==> config.mk <==
export PLATFORM = sky130hd
export DESIGN_NAME = mux_bus_seq
export DESIGN_NICKNAME = d
export VERILOG_FILES = /design/src/rtl/mux_bus_seq.sv
export SDC_FILE = /design/constraint.sdc
export NUM_CORES = 1
export LEC_CHECK = 0
export ABC_AREA = 1
export BUFFER_PORTS_ARGS = -buffer_cell sky130_fd_sc_hd__clkbuf_2
export CAP_MARGIN = 10
export CORE_UTILIZATION = 44
export CTS_CLUSTER_DIAMETER = 80
export CTS_CLUSTER_SIZE = 24
export DETAILED_ROUTE_END_ITERATION = 6
export PLACE_DENSITY = 0.76
export SYNTH_ARGS = -nofsm -noshare
export SYNTH_HDL_FRONTEND = slang
export SYNTH_SLANG_ARGS = --single-unit
export TNS_END_PERCENT = 20
==> constraint.sdc <==
create_clock -name clk -period 1.3 [get_ports clk]
set_input_delay 0.26 -clock clk [delete_from_list [all_inputs] [get_ports clk]]
set_output_delay 0.26 -clock clk [all_outputs]
set_load 0.01 [all_outputs]
==> src/rtl/mux_bus_seq.sv <==
module mux_bus_seq #(
  parameter int ADDR_W = 20,
  parameter int DATA_W = 16
) (
  input  logic              clk,
  input  logic              rst,
  input  logic              req_valid,
  input  logic [ADDR_W-1:0] req_addr,
  input  logic              req_write,
  input  logic              req_io,
  input  logic              req_hi,
  input  logic [1:0]        req_seg,
  input  logic [DATA_W-1:0] req_wdata,
  input  logic              ie_flag,
  input  logic              ready,
  input  logic              hold_req,
  input  logic [DATA_W-1:0] ad_in,
  output logic              req_ack,
  output logic              ale,
  output logic [DATA_W-1:0] ad_out,
  output logic              ad_oe,
  output logic [ADDR_W-DATA_W-1:0] as_out,
  output logic              as_oe,
  output logic              bhe_n,
  output logic              bhe_oe,
  output logic              rd_n,
  output logic              rd_oe,
  output logic              hold_ack,
  output logic [DATA_W-1:0] rd_data,
  output logic              rd_valid
);
  localparam int HI_W = ADDR_W - DATA_W;

  typedef enum logic [2:0] {S_IDLE, S_T1, S_T2, S_T3, S_TW, S_T4, S_HOLD} bstate_t;

  bstate_t state, nstate;
  logic [ADDR_W-1:0] addr_q;
  logic [DATA_W-1:0] wdata_q;
  logic              write_q, io_q, hi_q;
  logic [1:0]        seg_q;

  logic can_start, in_cycle, in_data, strobe_ph, done;

  assign can_start = (state == S_IDLE) || (state == S_T4);
  assign req_ack   = can_start && !hold_req && req_valid;
  assign in_cycle  = (state == S_T1) || in_data;
  assign in_data   = (state == S_T2) || (state == S_T3) || (state == S_TW) || (state == S_T4);
  assign strobe_ph = (state == S_T2) || (state == S_T3) || (state == S_TW);
  assign done      = ((state == S_T3) || (state == S_TW)) && ready;

  always_comb begin
    nstate = state;
    case (state)
      S_IDLE, S_T4: begin
        if (hold_req)       nstate = S_HOLD;
        else if (req_valid) nstate = S_T1;
        else                nstate = S_IDLE;
      end
      S_T1:    nstate = S_T2;
      S_T2:    nstate = S_T3;
      S_T3:    nstate = ready ? S_T4 : S_TW;
      S_TW:    nstate = ready ? S_T4 : S_TW;
      S_HOLD:  nstate = hold_req ? S_HOLD : S_IDLE;
      default: nstate = S_IDLE;
    endcase
  end

  always_ff @(posedge clk) begin
    if (rst) begin
      state   <= S_IDLE;
      addr_q  <= '0;
      wdata_q <= '0;
      write_q <= 1'b0;
      io_q    <= 1'b0;
      hi_q    <= 1'b0;
      seg_q   <= 2'b00;
      rd_data <= '0;
    end else begin
      state <= nstate;
      if (req_ack) begin
        addr_q  <= req_addr;
        wdata_q <= req_wdata;
        write_q <= req_write;
        io_q    <= req_io;
        hi_q    <= req_hi;
        seg_q   <= req_seg;
      end
      if (done && !write_q) rd_data <= ad_in;
    end
  end

  assign hold_ack = (state == S_HOLD);
  assign ale      = (state == S_T1);

  assign ad_oe  = (state == S_T1) || (in_data && write_q);
  assign ad_out = (state == S_T1) ? addr_q[DATA_W-1:0] : wdata_q;

  logic [HI_W-1:0] status_v;
  assign status_v = {{(HI_W-3){1'b0}}, ie_flag, seg_q};

  always_comb begin
    if (state == S_T1)  as_out = io_q ? '0 : addr_q[ADDR_W-1:DATA_W];
    else if (in_data)   as_out = status_v;
    else                as_out = '0;
  end
  assign as_oe = !hold_ack;

  assign bhe_n  = in_cycle ? !hi_q : 1'b1;
  assign bhe_oe = !hold_ack;

  assign rd_n  = !(strobe_ph && !write_q);
  assign rd_oe = !hold_ack;

  assign rd_valid = (state == S_T4) && !write_q;

  p_seq_t1_r1: assert property (@(posedge clk) disable iff (rst)
    ale |=> (!ale && !hold_ack));
  p_ack_start_r1: assert property (@(posedge clk) disable iff (rst)
    req_ack |=> ale);
  p_ale_single_r2: assert property (@(posedge clk) disable iff (rst)
    ale |-> !hold_ack && ad_oe && rd_n);
  p_no_contend_r7: assert property (@(posedge clk) disable iff (rst)
    !rd_n |-> !ad_oe);
  p_wait_r8: assert property (@(posedge clk) disable iff (rst)
    (strobe_ph && (state != S_T2) && !ready) |=> (state == S_TW));
  p_float_r9: assert property (@(posedge clk) disable iff (rst)
    hold_ack |-> (!ad_oe && !as_oe && !bhe_oe && !rd_oe && !req_ack));
  p_hold_edge_r9: assert property (@(posedge clk) disable iff (rst)
    $rose(hold_ack) |-> ($past(state) == S_IDLE || $past(state) == S_T4));
  p_rdv_r8: assert property (@(posedge clk) disable iff (rst)
    rd_valid |=> !rd_valid);
endmodule

# --- Yosys cells after proc, flatten, opt, wreduce, memory -nomap -nowiden ---
# Cells that the tools add are included.
totals:
  reg_bits: 60
  out_inout_bits: 46
  word_cells: 46
op_classes:
  n_eq_ne: 6
  mux: 10
  reduce_logical: 22
ops:
  columns: ["cell", "count"]
  rows:
  - ["16-bit two-way mux", 1]
  - ["3-bit one-hot mux with 5 select lines", 1]
  - ["3-bit == test (second input constant)", 3]
  - ["3-bit two-way mux", 3]
  - ["4-bit two-way mux", 2]
  - ["1-bit logical AND", 7]
  - ["1-bit logical OR", 7]
  - ["3-bit by 2-bit == test with 1-bit output (second input constant)", 2]
  - ["1-bit zero test", 5]
  - ["2-bit OR reduction", 2]
  - ["3-bit by 1-bit == test with 1-bit output (second input constant)", 1]
  - ["3-bit zero test", 1]
  - ["1-bit two-way mux", 3]

# --- Depth between registers and ports, before layout ---
logic_depth:
  depth_word: 6
  ltp_mapped: 8
  mapped_depth_nobuf: 7

# --- Least setup slack after synthesis ---
# Ideal clock, no wire load.
synth_path:
  path_type: "reg2out"
  start: "reg state[1]"
  end: "out ad_out[10]"
  arrival_time_ns: 1.098
  required_ns: 1.040
  path_slack_ns: -0.058
  stages_incl_launch_ff: 7
  n_path_buf: 1
  path_cell_list: "dfxtp_1 inv_1 nand3_2 inv_2 buf_4 nand2_1 nand2_1"
synth_between:
  elab_chain_cells: 2
synth_rtl:
  columns: ["item", "line_no", "source"]
  rows:
  - ["from (decl)", "36", "bstate_t state, nstate;"]
  - ["from (signal assigned)", "79", "state <= nstate;"]
  - ["3-bit by 1-bit == test with 1-bit output", null, null]
  - ["named net ale", "19", "output logic ale,"]
  - ["16-bit two-way mux", "96", "assign ad_out = (state == S_T1) ? addr_q[DATA_W-1:0] : wdata_q;"]
  - ["to (decl)", "20", "output logic [DATA_W-1:0] ad_out,"]
# The timed path passes the listed nets, and every way through them passes these cells.

# --- Final worst setup path ---
layout_path:
  start: "reg state[2]"
  end: "out ad_out[0]"
layout_between:
  elab_chain_cells: 2
layout_rtl:
  columns: ["item", "line_no"]
  rows:
  - ["3-bit by 1-bit == test with 1-bit output", "96"]
  - ["16-bit two-way mux", "96"]
# No other way between the ends.

==> results.toml <==
[timing]
rsz0062_at_grt = "true"
fin_crit_sh_pct = 126
relSlewSlack_pct = 82.3
slew_violations = 0
fin_skew_ps = 4.83
setup_slack_ps = -334
post-route-min-period_ps = 1630
finalSetupViolations = 49
setup_tns_ps = -8990
hold_violations = 0
worstMarginPinSlew_ps = 265
max_freq_mhz = 612

[hold_path]
hp-class = "primary input to flop"
min_path_cells = 2

[synth]
synthMuxAreaShare_pct = 0
ys_types = 22
synth_top_family_by_area = "simple AND/OR/NAND/NOR gates"
synth_compound_area_share_pct = 8.46
netlist_area_um2 = 2780
synthAdderAreaFrac_pct = 0
syn_inst = 420
synth_seq_area_share_pct = 43.2
synth_edf_count = 0
postSynthAreaPerCell_um2 = 6.62
synth-xor-area-share_pct = 0
ys_ff_latch = 60
synth_fp_nets = 483
ys_async_sr_fraction_pct = 0
yosys_warnings = 0
yosys_most_used_dff = "dfxtp_1"
synth-simple-area-share_pct = 35.9

[floorplanning]
io_pins = 109
die_area_um2 = 6640
fp.coreArea_um2 = 5990
dieHeight_um = 81.5
rows = 28
initial_utilization_pct = 46.4
die_width_um = 81.5

[routing]
ant_nets = 0
first_iter_violations = 121
vias = 2893
wirelength_um = 6930
drtPass1Iterations = 4
drc_errors = 0
wl_per_cell_um = 11.3
routed_via_density = 4.71

[clocking]
clock-sinks = 60
insertion_delay_ps = 320
ctsHoldBuffers = 0
htree_num_levels = 3
clockBufferDepth = 2
numCtsBuffers = 9
cts_tree = "yes"
cts_root_buf = "clkbuf_8"
cts.clk_slew.worst_paths_ps = 60

[flow_run]
max-cap-violations = 0

[finish]
nNetsFinal = 599
layout-drive-gt1-share_pct = 35.8
final_util_pct = 64.0
num_antenna_cells = 0
area_growth_syn_to_layout_pct = 37.8
instances_no_fill = 614

[global_routing]
antenna_found_initial = 0
grt_max_degree = 59
grt_overflow = 0
gr-usage-met2_pct = 37.9
grt_first_pass_wirelength_um = 11200
busiest_layer = "met2"
grt_use_met1_pct = 27.2
grt.met3_usage_pct = 4.44
grt_pass1_vias = 2512
track_usage_pct = 22.1

[placement]
dp_hpwl_um = 4790
gp_congestion = 0.814
io_buffers = 108
dp.cells = 597

[critical_path]
endpoint_kind = "output port"
path_class = "flop to output port"
cp-start-kind = "flop"
worstPathArrival_ps = 1370
worstPathRequired_ps = 1040
worstPathMaxFanout = 10
reg2reg_depth = 9

[power]
ir_drop_uv = 894
power.density_nw_per_um2 = 2020
power_leakage_uw = 0.00199
power_uw = 7740

[run_status]
violations = "setup timing"
status = "finished, violations left"
-- sequential cells by signal, indices dropped and copies added, names as in the netlist --
| name | cells |
|---|---|
| io_q | 1 |
| hi_q | 1 |
| state | 3 |
| addr_q | 20 |
| wdata_q | 16 |
| seg_q | 2 |
| rd_data | 16 |
| write_q | 1 |
-- cell usage after synthesis, types with 2 or more instances --
cell      instances  area [um^2]
dfxtp_1          60         1200
o21ai_0          37          185
clkbuf_1          8         30.0
nand3_2           3         30.0
buf_2             5         25.0
inv_1            54          203
nand2_1          89          334
nor2_1          104          390
o21ai_1           5         25.0
nand4_1          16          100
nand2_4           2         22.5
buf_4             7         52.6
nand2_2          12         75.1
a21oi_1           5         25.0
inv_2             3         11.3
nand3_1           3         15.0
clkbuf_2          2         10.0
-- what timing repair did --
action	CTS	global route
buffers inserted	1	0
cloned	2	0
endpoints found under the setup margin	49	88
pin swaps	11	11
hold endpoints to repair	0	0
gates resized for setup	30	46
-- routing by layer --
layer | wire length [um] | part of all wire, % | vias to the layer above
met5 | 0 | 0 | -
met4 | 67 | 0.97 | 0
met3 | 375 | 5.4 | 6
met2 | 3290 | 48 | 91
met1 | 3190 | 46 | 1282
li1 | - | - | 1514
-- path summary, 6_finish.rpt --
| check | startpoint | endpoint | slack (ps) |
|---|---|---|---|
| setup / recovery | state[2] | ad_out[0] | -330 |
| hold / removal | rst | state[2] | 110 |
| hold reg to reg | hi_q | hi_q | 470 |
| setup reg to reg | state[2] | rd_data[3] | -80 |
-- cells in the final DEF (no fill, tap or decap), types with 5 or more instances in the layout --
master / n
clkbuf_2: 105
o21ai_0: 15
nand2_2: 21
nor2_2: 9
buf_6: 6
nor2_1: 94
inv_4: 6
o21ai_1: 26
nand4_1: 16
dfxtp_1: 57
buf_4: 9
nand2_1: 80
inv_1: 51
clkbuf_8: 11
nand3_4: 5
-- logic make-up after synthesis --
kind of cell,Yosys count
simple gates,232
buf+inv,81
flops,60
compound gates,47
-- cell type report --
class	count	area, um^2
clock buffers	12	155
fillers	560	2160
repair buffers	126	751
well taps	75	93.8
multi-input cells	279	1340
flip-flops and latches	60	1210
repair inverters	2	12.5
clock inverters	2	35.0
inverters	58	235
-- critical path, cell delays in order, from the launching register on --
cell and delay [ps]:
dfxtp_4 370, inv_4 60, nand3_4 170, buf_6 200, nand2_1 60, nand2_1 60, clkbuf_2 120
-- report_power, final --
part | internal (uW) | leakage (uW) | switching (uW)
Clock | 966 | 0.0000983 | 664
Sequential | 2330 | 0.000493 | 315
Combinational | 1450 | 0.00139 | 2020
-- per-stage QoR --
stage	cell area, um^2	worst slack, ps	hold slack (ps)
2_1_floorplan	2780	-43.5	329
3_3_place_gp	3470	-55.6	461
3_5_place_dp	3470	-86.3	463
4_1_cts	3750	-350	108
5_1_grt	3830	-431	114
6_report	3830	-334	114
Power figures use the tool's default switching activity.
